==> src/rtl/dac_upd_pkg.sv <==
package dac_upd_pkg;

    localparam int CODE_W  = 16;
    localparam int LINES   = 2;
    localparam int CNT_W   = 5;
    localparam int WORD_W  = 2 * CODE_W;
    localparam logic [CNT_W-1:0] PULSE_LEN = '1;

    typedef enum logic [1:0] {
        STB_OFF   = 2'b00,
        STB_LINE0 = 2'b01,
        STB_LINE1 = 2'b10,
        STB_BOTH  = 2'b11
    } strobe_sel_e;

    typedef enum logic [1:0] {
        FA_PASS  = 2'b00,
        FA_HOLD  = 2'b01,
        FA_CLEAR = 2'b10
    } fault_act_e;

    typedef struct packed {
        logic [CODE_W-1:0] hi;
        logic [CODE_W-1:0] lo;
    } dac_word_t;

    // Active-high mask of the lines that a selection drives
    function automatic logic [LINES-1:0] strobe_mask(strobe_sel_e sel);
        logic [LINES-1:0] m;
        case (sel)
            STB_LINE0: m = 2'b01;
            STB_LINE1: m = 2'b10;
            STB_BOTH:  m = 2'b11;
            default:   m = 2'b00;
        endcase
        return m;
    endfunction

    function automatic fault_act_e fault_action(logic fault, logic clr_mode);
        if (!fault)
            return FA_PASS;
        else if (clr_mode)
            return FA_CLEAR;
        else
            return FA_HOLD;
    endfunction

endpackage

==> src/rtl/dac_word_reg.sv <==
module dac_word_reg
    import dac_upd_pkg::*;
(
    input  logic              clk,
    input  logic              rst,
    input  logic [CODE_W-1:0] lo_code,
    input  logic [CODE_W-1:0] hi_code,
    input  logic              en_in,
    input  fault_act_e        action,
    output dac_word_t         word_q,
    output logic              en_q
);

    dac_word_t word_d;

    always_comb begin
        word_d = word_q;
        case (action)
            FA_PASS: begin
                word_d.hi = hi_code;
                word_d.lo = lo_code;
            end
            FA_CLEAR: word_d = '0;
            default:  word_d = word_q;
        endcase
    end

    always_ff @(posedge clk) begin
        if (rst) begin
            word_q <= '0;
            en_q   <= 1'b0;
        end else begin
            word_q <= word_d;
            en_q   <= en_in;
        end
    end

endmodule

==> src/rtl/start_edge_det.sv <==
module start_edge_det (
    input  logic clk,
    input  logic rst,
    input  logic level_in,
    output logic rise
);

    logic level_q;

    always_ff @(posedge clk) begin
        if (rst)
            level_q <= 1'b0;
        else
            level_q <= level_in;
    end

    assign rise = level_in & ~level_q;

endmodule

==> src/rtl/strobe_timer.sv <==
module strobe_timer
    import dac_upd_pkg::*;
(
    input  logic             clk,
    input  logic             rst,
    input  logic             trigger,
    output logic [CNT_W-1:0] count,
    output logic             busy
);

    logic [CNT_W-1:0] count_q;

    always_ff @(posedge clk) begin
        if (rst)
            count_q <= '0;
        else if (count_q != '0)
            count_q <= count_q - 1'b1;
        else if (trigger)
            count_q <= PULSE_LEN;
    end

    assign count = count_q;
    assign busy  = (count_q != '0);

endmodule

==> src/rtl/strobe_decode.sv <==
module strobe_decode
    import dac_upd_pkg::*;
(
    input  logic             clk,
    input  logic             rst,
    input  logic             busy,
    input  strobe_sel_e      sel,
    output logic [LINES-1:0] strobe_n
);

    logic [LINES-1:0] mask;

    assign mask = strobe_mask(sel);

    for (genvar i = 0; i < LINES; i++) begin : g_line
        always_ff @(posedge clk) begin
            if (rst)
                strobe_n[i] <= 1'b1;
            else
                strobe_n[i] <= ~(busy & mask[i]);
        end
    end

endmodule

==> src/rtl/dac_update_ctrl.sv <==
module dac_update_ctrl
    import dac_upd_pkg::*;
(
    input  logic              clk,
    input  logic              rst,
    input  logic [CODE_W-1:0] ch0_code,
    input  logic [CODE_W-1:0] ch1_code,
    input  logic              data_en_in,
    input  logic              hold_clr_mode,
    input  logic              sys_fault,
    input  logic [1:0]        strobe_sel,
    input  logic              start_req,
    output logic [WORD_W-1:0] dac_word,
    output logic              dac_word_en,
    output logic [LINES-1:0]  load_strobe_n
);

    fault_act_e       action;
    dac_word_t        word_q;
    logic             start_rise;
    logic             tmr_busy;
    logic [CNT_W-1:0] tmr_count;

    assign action = fault_action(sys_fault, hold_clr_mode);

    dac_word_reg u_word (
        .clk     (clk),
        .rst     (rst),
        .lo_code (ch0_code),
        .hi_code (ch1_code),
        .en_in   (data_en_in),
        .action  (action),
        .word_q  (word_q),
        .en_q    (dac_word_en)
    );

    start_edge_det u_edge (
        .clk      (clk),
        .rst      (rst),
        .level_in (start_req),
        .rise     (start_rise)
    );

    strobe_timer u_timer (
        .clk     (clk),
        .rst     (rst),
        .trigger (start_rise),
        .count   (tmr_count),
        .busy    (tmr_busy)
    );

    strobe_decode u_dec (
        .clk      (clk),
        .rst      (rst),
        .busy     (tmr_busy),
        .sel      (strobe_sel_e'(strobe_sel)),
        .strobe_n (load_strobe_n)
    );

    assign dac_word = word_q;

endmodule

==> config.mk <==
export PLATFORM = sky130hd
export DESIGN_NAME = dac_update_ctrl
export DESIGN_NICKNAME = d
export VERILOG_FILES = /design/src/rtl/dac_upd_pkg.sv /design/src/rtl/dac_word_reg.sv /design/src/rtl/start_edge_det.sv /design/src/rtl/strobe_timer.sv /design/src/rtl/strobe_decode.sv /design/src/rtl/dac_update_ctrl.sv
export SDC_FILE = /design/constraint.sdc
export NUM_CORES = 1
export LEC_CHECK = 0
export ABC_AREA = 1
export BUFFER_PORTS_ARGS = -buffer_cell sky130_fd_sc_hd__clkbuf_2
export CAP_MARGIN = 10
export CELL_PAD_IN_SITES_DETAIL_PLACEMENT = 0
export CELL_PAD_IN_SITES_GLOBAL_PLACEMENT = 1
export CORE_ASPECT_RATIO = 1.2
export CORE_MARGIN = 5
export CORE_UTILIZATION = 34
export DETAILED_ROUTE_END_ITERATION = 8
export PLACE_DENSITY_LB_ADDON = 0.1
export SETUP_SLACK_MARGIN = 0.1
export SYNTH_ARGS = -nofsm -noshare
export SYNTH_HDL_FRONTEND = slang
export SYNTH_SLANG_ARGS = --single-unit
==> constraint.sdc <==
create_clock -name clk -period 1.6 [get_ports clk]
set_input_delay 0.24 -clock clk [delete_from_list [all_inputs] [get_ports clk]]
set_output_delay 0.24 -clock clk [all_outputs]
set_load 0.1 [all_outputs]
==> reports/metrics.cfg, run 1 <==
[outcome]
status = finished clean

[power_and_ir_drop]
ir_worst_vdd_mv = 0.7461
p_comb_share_pct = 32.1
p_sw_share_pct = 37.85
p_int_mw = 1.740
leakage_nw = 0.9881
power.total_mw = 2.800
cellPowerDensity_nw_per_um2 = 1360
seqPwrFrac_pct = 41.9
p_clk_share_pct = 26.0
p_sw_mw = 1.060

[routing]
routed_wl_um = 3981
wl_per_cell_um = 12.29
viasPerCell = 4.664
drt_iter0_drc = 67
vias = 1511
dr.pass1.iters = 4
ant_nets = 0
drc = 0

[hold_path]
hp-class = input pin to flop
holdCritStartpoint = strobe_sel[1]

[worst_setup_path]
r2r_slack_ns = 0.42
criticalPathCategory = flop to primary output
startpoint = u_word.word_q[17]
reg2reg_from = u_timer.count[0]
worstRegToRegCells = 7
rr_endpoint = u_timer.count[4]
critPathCapture = dac_word[17]
crit_arrival_ns = 1.10
max_stage_delay_ns = 0.47
end_kind = primary output
path_depth = 1
critical_path.max_fanout = 2
start_kind = flop
worst_path_max_delay_cell = clkbuf_2
cp_num_buf_inv = 1
critical_path_required_ns = 1.36
critical_path.top_delay_family = buffers and inverters
crit_chain = clkbuf_2

[finish]
final_layout_size_suffix_gt1_share_pct = 34.21
diodes = 0
syn2layout_area_growth_pct = 32.10
final_common_cell = clkbuf_2
final_cell_mix = 74 x clkbuf_2, 41 x dfxtp_1, 40 x nand2_1, 36 x nand3_1, 33 x a21oi_1
nets = 306

[clocking]
cts_sinks = 41
cts_root_buf = clkbuf_8
clk_latency_ns = 0.29
clock_path_buffers = 2
cts_resized = 0
cts_inserted_buffers = 5
cts_hold_buffers = 0
clkTransAtPathRegs_ns = 0.07
postCtsSetupBuffers = 0
cts_htree_levels = 2
cts_tree = yes

[sta]
setup_viol = 0
slew_violations = 0
skew_ns = 0.0007375
maxSlewHeadroom_pct = 62.71
tns_ns = 0
fin_ws_ns = 0.2599
fmaxAchievable_ghz = 0.7462
period_share_pct = 83.76
worst_slew_pin_slew_ns = 0.5618
hold_slack_ns = 0.1222
finalHoldViolations = 0
fin_crit_ns = 1.340
rsz0062_at_grt = false

[synth]
synth-seq-area-share_pct = 52.65
synth_cell_type_count = 17
ys_warn_count = 0
synthesis.area_um2 = 1559
avgSynthCellArea_um2 = 8.036
syn-num-nets = 235
syn_inst = 194
synth_top_area_cell = dfxtp_1
yosys_register_bits = 41
synth_area_leaders = dfxtp_1 53%, nand3_1 12%, a21oi_1 11%
synth_top_area_share_pct = 52.65

[die]
core_um2 = 4527
die_w_um = 71.82
ios = 75
rows = 27
dieArea_um2 = 6045
dieHeight_um = 84.18
initial_utilization_pct = 34.44

[global_routing]
grt_pass1_vias = 1498
grt_overflow_total = 0
grt_pass1_wl_um = 6789
grt_use_total_pct = 14.12
antenna_found_initial = 0
grt_max_degree = 37

[placed_design]
place_ws_ns = 0.4312
port_buffers = 74
dp_hpwl_um = 2785
gp_congestion = 0.7485

[run]
max-cap-violations = 0

[worst min-delay path by stage]
stage                              endpoint  slack (ns)  cells after the start
after floorplan           u_dec.strobe_n[0]        0.33                      1
after global placement    u_dec.strobe_n[0]        0.42                      2
after detailed placement  u_dec.strobe_n[1]        0.42                      2
after CTS                 u_dec.strobe_n[1]        0.11                      2
after global routing      u_dec.strobe_n[1]        0.11                      2
final                     u_dec.strobe_n[1]        0.12                      2
[cell type report]
type	count	area, um^2
repair buffers	78	412.9
well taps	58	72.57
multi-input cells	127	606.8
clock inverters	1	5.005
inverters	12	45.04
flip-flops and latches	41	820.8
clock buffers	7	96.34
fillers	518	2467
[through the flow]
step	util, %	instance area (um^2)	instances
after floorplan	-	1559	194
after global placement	43.26	1958	316
after detailed placement	43.26	1958	316
after CTS	45.49	2059	324
after global routing	45.49	2059	324
final	45.49	2059	324
[cells in the mapped netlist]
cell type,number
nor2_2,2
nand4_1,1
nand3_1,36
inv_2,1
nand3_4,1
nor2_1,10
nor3_1,1
buf_6,3
dfxtp_1,41
ha_1,1
buf_2,9
a21oi_1,33
nand2_1,40
inv_1,11
clkbuf_1,2
xnor2_1,1
nor2_4,1
[metal layers]
| metal | vias up | wire length (um) | part of all wire [%] | global-route usage (%) |
|---|---|---|---|---|
| met1 | 683 | 1724 | 43 | 16.26 |
| li1 | 775 | - | - | - |
| met2 | 45 | 1904 | 48 | 23.58 |
| met3 | 8 | 284 | 7.1 | 5.030 |
| met5 | - | 0 | 0 | 0 |
| met4 | 0 | 67 | 1.7 | 5.641 |
[cells by family after synthesis]
group,share of synthesized area (%)
AO/OA/AOI/OAI,10.59
XOR/XNOR,0.5619
adder cells (fa/ha/maj),0.8024
buffers and inverters,8.427
flip-flops,52.65
AND/OR/NAND/NOR,26.97
[power groups by stage]
stage                     clock network [mW]  logic [mW]  registers (mW)
final                                  0.727       0.900            1.17
after CTS                              0.771       0.911            1.17
after detailed placement                   0       0.907            1.20
after global routing                   0.804       0.983            1.19
after global placement                     0       0.920            1.20
after floorplan                            0       0.383            1.55
[registers in the layout, summed over array words and instances (netlist names)]
register        cells
u_edge.level_q      1
u_dec.strobe_n      2
u_word.word_q      32
u_timer.count       5
u_word.en_q         1
Power figures use the tool's default switching activity.
==> run 2, diff against run 1 <==
--- a/config.mk
+++ b/config.mk
@@ -12,7 +12,7 @@
 export CELL_PAD_IN_SITES_GLOBAL_PLACEMENT = 1
 export CORE_ASPECT_RATIO = 1.2
 export CORE_MARGIN = 5
-export CORE_UTILIZATION = 34
+export CORE_UTILIZATION = 31
 export DETAILED_ROUTE_END_ITERATION = 8
 export PLACE_DENSITY_LB_ADDON = 0.1
 export SETUP_SLACK_MARGIN = 0.1
==> constraint.sdc (replaced) <==
create_clock -name clk -period 1.3 [get_ports clk]
set_input_delay 0.195 -clock clk [delete_from_list [all_inputs] [get_ports clk]]
set_output_delay 0.195 -clock clk [all_outputs]
set_load 0.1 [all_outputs]
==> run 2 against run 1 <==
Effect of this change:
- clock-buffer cell count rose by 1
- sequential share of layout area fell by 1.2 points
- largest cell class unchanged
- non-clock buffer count rose by 3
==> reports/metrics.cfg, run 2 (synthesis results as in run 1) <==
[outcome]
status = finished clean  ; unchanged

[worst_setup_path]
criticalPathCategory = flop to primary output  ; unchanged
end_kind = primary output  ; unchanged
path_depth = 1  ; unchanged
rr_endpoint = u_timer.count[4]  ; unchanged
worst_path_max_delay_cell = dfxtp_2  ; was clkbuf_2
r2r_slack_ns = 0.23  ; was 0.42 ns
crit_arrival_ns = 0.91  ; was 1.10 ns
crit_chain = buf_4  ; was clkbuf_2
worstRegToRegCells = 7  ; unchanged
critical_path_required_ns = 1.11  ; was 1.36 ns
critical_path.max_fanout = 2  ; unchanged
reg2reg_from = u_timer.count[1]  ; was u_timer.count[0]
critical_path.top_delay_family = flip-flops  ; was buffers and inverters
start_kind = flop  ; unchanged
cp_num_buf_inv = 1  ; unchanged
max_stage_delay_ns = 0.33  ; was 0.47 ns

[clocking]
postCtsSetupBuffers = 0  ; unchanged
cts_sinks = 41  ; unchanged
cts_inserted_buffers = 5  ; unchanged
cts_tree = yes  ; unchanged
clk_latency_ns = 0.28  ; was 0.29 ns
cts_htree_levels = 2  ; unchanged
cts_hold_buffers = 0  ; unchanged
clkTransAtPathRegs_ns = 0.08  ; was 0.07 ns
clock_path_buffers = 2  ; unchanged
cts_root_buf = clkbuf_8  ; unchanged

[power_and_ir_drop]
leakage_nw = 1.036  ; was 0.9881 nW
p_int_mw = 2.135  ; was 1.740 mW
ir_worst_vdd_mv = 0.8101  ; was 0.7461 mV
power.total_mw = 3.452  ; was 2.800 mW
seqPwrFrac_pct = 42.2  ; was 41.9%
p_sw_share_pct = 38.15  ; was 37.85%
p_comb_share_pct = 35.0  ; was 32.1%
p_sw_mw = 1.317  ; was 1.060 mW
p_clk_share_pct = 22.8  ; was 26.0%
cellPowerDensity_nw_per_um2 = 1549  ; was 1360 nW/um^2

[hold_path]
hp-class = input pin to flop  ; unchanged
holdPathEnd = u_dec.strobe_n[0]  ; was u_dec.strobe_n[1]
hold_depth = 2  ; unchanged
holdCritStartpoint = strobe_sel[0]  ; was strobe_sel[1]

[sta]
fmaxAchievable_ghz = 0.9084
skew_ns = 0.0003280  ; was 0.0007375 ns
slew_violations = 0  ; unchanged
rsz0062_at_grt = false  ; unchanged
worst_slew_pin_slew_ns = 0.3225  ; was 0.5618 ns
maxSlewHeadroom_pct = 78.50  ; was 62.71%
setup_viol = 0  ; unchanged
finalHoldViolations = 0  ; unchanged
period_share_pct = 84.68
tns_ns = 0  ; unchanged
hold_slack_ns = 0.08554  ; was 0.1222 ns
fin_crit_ns = 1.101

[die]
dieArea_um2 = 6553  ; was 6045 um^2
initial_utilization_pct = 31.79  ; was 34.44%
rows = 28  ; was 27
dieHeight_um = 87.69  ; was 84.18 um
die_w_um = 74.74  ; was 71.82 um
ios = 75  ; unchanged
core_um2 = 4905  ; was 4527 um^2

[finish]
final_layout_size_suffix_gt1_share_pct = 46.47  ; was 34.21%
fin_area_um2 = 2228  ; was 2059 um^2
final_common_cell = nand2_1  ; was clkbuf_2
nets = 309  ; was 306
final_cell_mix = 40 x nand2_1, 39 x clkbuf_2, 39 x buf_4, 36 x nand3_1, 33 x a21oi_1  ; was 74 x clkbuf_2, 41 x dfxtp_1, 40 x nand2_1, 36 x nand3_1, 33 x a21oi_1
syn2layout_area_growth_pct = 42.94  ; was 32.10%
top_register = u_word.word_q  ; unchanged
diodes = 0  ; unchanged
largest_reg_flops = 32  ; unchanged

[routing]
routed_wl_um = 4145  ; was 3981 um
ant_nets = 0  ; unchanged
dr.pass1.iters = 4  ; unchanged
drc = 0  ; unchanged
wl_per_cell_um = 12.60  ; was 12.29 um
drt_iter0_drc = 75  ; was 67
viasPerCell = 4.638  ; was 4.664
vias = 1526  ; was 1511

[placed_design]
dp_hpwl_um = 2980  ; was 2785 um
gp_congestion = 0.7662  ; was 0.7485
dpl_cell_area_um2 = 2136  ; was 1958 um^2
port_buffers = 74  ; unchanged

[global_routing]
grt.met3_usage_pct = 5.052  ; was 5.030%
use_met1_pct = 16.24  ; was 16.26%
grt_overflow_total = 0  ; unchanged
grt_pass1_wl_um = 6755  ; was 6789 um
grt_pass1_vias = 1432  ; was 1498
grt.busiest_layer = met2  ; unchanged
grt_use_met2_pct = 21.82  ; was 23.58%
grt_use_total_pct = 13.20  ; was 14.12%
grt_max_degree = 33  ; was 37
antenna_found_initial = 0  ; unchanged

[run]
max-cap-violations = 0  ; unchanged

run 2: power by group through the flow:
stage               registers (mW)  logic, mW  clock network [mW]
floorplan                     1.93      0.471                   0
global placement              1.48       1.18                   0
detailed placement            1.48       1.18                   0
CTS                           1.45       1.18               0.827
global route                  1.48       1.31               0.890
finish                        1.46       1.21               0.787
run 2: how the worst max path moves through the flow:
stage,from,to,slack (ns)
2_1_floorplan,u_word.en_q,dac_word_en,0.20
3_3_place_gp,u_timer.count[0],u_timer.count[4],0.13
3_5_place_dp,u_timer.count[0],u_timer.count[4],0.12
4_1_cts,u_timer.count[0],u_timer.count[4],0.11
5_1_grt,u_timer.count[1],u_timer.count[4],0.14
6_report,u_word.word_q[8],dac_word[8],0.20
run 2: cell type report:
type                    count  area, um^2
clock buffers               8       80.08
flip-flops and latches     41       860.8
repair buffers             81       548.0
well taps                  60       75.07
inverters                  12       45.04
multi-input cells         127       619.3
fillers                   517        2676
run 2: what timing repair did:
action	CTS	global route
endpoints found under the setup margin	0	5
endpoints found under the hold margin	0	0
gates resized for setup	0	3
run 2: stage by stage:
stage	cells	worst slack, ns	util [%]
2_1_floorplan	194	0.1960	-
3_3_place_gp	321	0.1254	43.55
3_5_place_dp	321	0.1213	43.55
4_1_cts	329	0.1083	45.18
5_1_grt	329	0.1409	45.43
6_report	329	0.1992	45.43
run 2: worst reg2reg max path, delay by kind of cell (launching register included):
| kind | cells | cell delay (ns) |
|---|---|---|
| simple gates | 5 | 0.36 |
| flops | 1 | 0.31 |
| fa+ha+maj | 1 | 0.17 |
| buf+inv | 1 | 0.10 |
run 2: per-layer routing:
layer,part of all wire (%),up-vias
met1,42,688
met2,47,53
met3,9.9,4
met4,0.75,0
li1,-,781
met5,0,-
==> run 3, diff against run 2 <==
--- a/config.mk
+++ b/config.mk
@@ -12,7 +12,7 @@
 export CELL_PAD_IN_SITES_GLOBAL_PLACEMENT = 1
 export CORE_ASPECT_RATIO = 1.2
 export CORE_MARGIN = 5
-export CORE_UTILIZATION = 31
+export CORE_UTILIZATION = 28
 export DETAILED_ROUTE_END_ITERATION = 8
 export PLACE_DENSITY_LB_ADDON = 0.1
 export SETUP_SLACK_MARGIN = 0.1
==> constraint.sdc (replaced) <==
create_clock -name clk -period 1 [get_ports clk]
set_input_delay 0.15 -clock clk [delete_from_list [all_inputs] [get_ports clk]]
set_output_delay 0.15 -clock clk [all_outputs]
set_load 0.1 [all_outputs]
==> run 3 against run 2 <==
Effect of this change:
- the flow now finishes with violations (negative setup slack)
- critical path depth rose by 6
- cell area rose by 25%
- routed wire length rose by 8.7%
- flip-flop and latch count did not move
- non-clock buffer count rose by 3
- clock-buffer cell count fell by 1
- combinational power rose by 53%
- via count fell by 1.4%
- largest cell class is now non-clock buffers
- highest routed layer unchanged
==> reports/metrics.cfg, run 3 (synthesis results as in run 1) <==
[clocking]
cts_root_buf = clkbuf_8  ; unchanged
cts_inserted_buffers = 5  ; unchanged
cts_hold_buffers = 0  ; unchanged
cts_htree_levels = 2  ; unchanged
cts_tree = yes  ; unchanged
clock_path_buffers = 2  ; unchanged
cts_sinks = 41  ; unchanged
clk_latency_ns = 0.29  ; was 0.28 ns
clkTransAtPathRegs_ns = 0.07  ; was 0.08 ns

[routing]
drt_iter0_drc = 45  ; was 75
viasPerCell = 4.503  ; was 4.638
ant_nets = 0  ; unchanged
dr.pass1.iters = 4  ; unchanged
wl_per_cell_um = 13.49  ; was 12.60 um
routed_wl_um = 4506  ; was 4145 um
vias = 1504  ; was 1526
drc = 0  ; unchanged

[power_and_ir_drop]
cellPowerDensity_nw_per_um2 = 1719  ; was 1549 nW/um^2
power.total_mw = 4.776  ; was 3.452 mW
ir_worst_vdd_mv = 1.045  ; was 0.8101 mV
leakage_nw = 1.176  ; was 1.036 nW

[worst_setup_path]
crit_arrival_ns = 1.20  ; was 0.91 ns
criticalPathCategory = flop to flop  ; was flop to primary output
end_kind = flop  ; was primary output
start_kind = flop  ; unchanged
crit_chain = inv_2 > ha_4 > nand2_1 > nor2_1 > nand4_1 > nand2_1 > nor2_1  ; was buf_4
max_stage_delay_ns = 0.33  ; about the same
worst_path_max_delay_cell = dfxtp_2  ; unchanged
critical_path.max_fanout = 3  ; was 2
critical_path_required_ns = 1.19  ; was 1.11 ns

[die]
dieArea_um2 = 7166  ; was 6553 um^2
core_um2 = 5334  ; was 4905 um^2
initial_utilization_pct = 29.23  ; was 31.79%
ios = 75  ; unchanged
rows = 29  ; was 28
die_w_um = 78.12  ; was 74.74 um
dieHeight_um = 91.74  ; was 87.69 um

[sta]
fmaxAchievable_ghz = 0.9894
maxSlewHeadroom_pct = 82.79  ; was 78.50%
skew_ns = 0.001572  ; was 0.0003280 ns
period_share_pct = 101.1
hold_slack_ns = 0.02957  ; was 0.08554 ns
slew_violations = 0  ; unchanged
rsz0062_at_grt = true  ; was false
fin_crit_ns = 1.011
setup_viol = 2  ; was 0
worst_slew_pin_slew_ns = 0.2581  ; was 0.3225 ns
fin_ws_ns = -0.01067  ; was 0.1992 ns
finalHoldViolations = 0  ; unchanged

[placed_design]
port_buffers = 74  ; unchanged
placedCellCount = 325  ; was 321
gp_congestion = 0.8021  ; was 0.7662
dp_hpwl_um = 3277  ; was 2980 um

[outcome]
status = finished, violations left  ; was finished clean
violations = negative setup slack

[finish]
diodes = 0  ; unchanged
nets = 312  ; was 309
instances_no_fill = 334  ; was 329
top_register = u_word.word_q  ; unchanged
final_common_cell = nand2_1  ; unchanged
largest_reg_flops = 32  ; unchanged
final_layout_size_suffix_gt1_share_pct = 49.63  ; was 46.47%
final_cell_mix = 40 x nand2_1, 39 x clkbuf_2, 38 x buf_12, 36 x nand3_1, 32 x a21oi_1  ; was 40 x nand2_1, 39 x clkbuf_2, 39 x buf_4, 36 x nand3_1, 33 x a21oi_1
syn2layout_area_growth_pct = 78.25  ; was 42.94%
final_core_util_pct = 52.10  ; was 45.43%

[global_routing]
grt_overflow_total = 0  ; unchanged
grt_max_degree = 33  ; unchanged
grt_use_total_pct = 12.60  ; was 13.20%
grt_pass1_vias = 1499  ; was 1432
antenna_found_initial = 0  ; unchanged
grt_pass1_wl_um = 7314  ; was 6755 um

[run]
max-cap-violations = 0  ; unchanged

[hold_path]
hp-class = input pin to flop  ; unchanged

## run 3: cell types whose count changed in the layout (fill, tap and decap cells not counted), moves of 5 or more
cell | before | now
buf_12 | 3 | 38
buf_4 | 39 | 7
dfxtp_1 | 9 | 4
dfxtp_2 | 32 | 6
dfxtp_4 | 0 | 31
## run 3: path summary, 6_finish.rpt
kind	start	endpoint	cells after the start	slack (ns)
worst max-delay path	u_timer.count[1]	u_timer.count[1]	7	-0.01
worst min-delay path	strobe_sel[0]	u_dec.strobe_n[0]	2	0.03
worst max register to register	u_timer.count[1]	u_timer.count[1]	7	-0.01
worst min register to register	u_word.word_q[10]	u_word.word_q[10]	2	0.50
## run 3: metal layers
layer  routed length [um]  part of all wire, %  track usage (%)  up-vias
li1                     -                    -                -      788
met1                 1871                   42            14.11      668
met2                 2265                   50            21.82       41
met3                  299                  6.6            4.216        7
met4                   70                  1.6            4.789        0
met5                    0                    0                0        -
## run 3: critical path: cells and delay by family, from the launching register on
kind | cells | cell delay, ns
and+or+nand+nor | 5 | 0.36
DFF | 1 | 0.33
adders and majority gates | 1 | 0.16
buffers and inverters | 1 | 0.07
## run 3: layout make-up
class	count	area, um^2
fill	500	2555
timing repair buffer	84	1008
sequential	41	944.7
multi-input combinational	127	623.1
tap	62	77.57
clock buffer	7	76.32
inverter	12	45.04
clock inverter	1	3.754
## run 3: timing repair
action                     in CTS  in global routing
setup endpoints to repair      40                 42
pin swaps                       2                  0
gates resized for setup         3                  0
setup buffers                   1                  0
## run 3: per-stage QoR
| stage | TNS, ns | area, um^2 | setup slack, ns |
|---|---|---|---|
| floorplan | 0 | 1693 | 0.02574 |
| global placement | -0.03665 | 2685 | -0.01898 |
| detailed placement | -0.04843 | 2685 | -0.01741 |
| CTS | -0.01514 | 2779 | -0.01147 |
| global route | -0.3354 | 2779 | -0.08193 |
| finish | -0.01167 | 2779 | -0.01067 |
## run 3: power by group
part           total, mW  internal [mW]  switching (mW)
Combinational       1.85          0.732            1.12
Sequential          1.90           1.76           0.138
Clock               1.02          0.486           0.534
Total               4.78           2.98            1.79
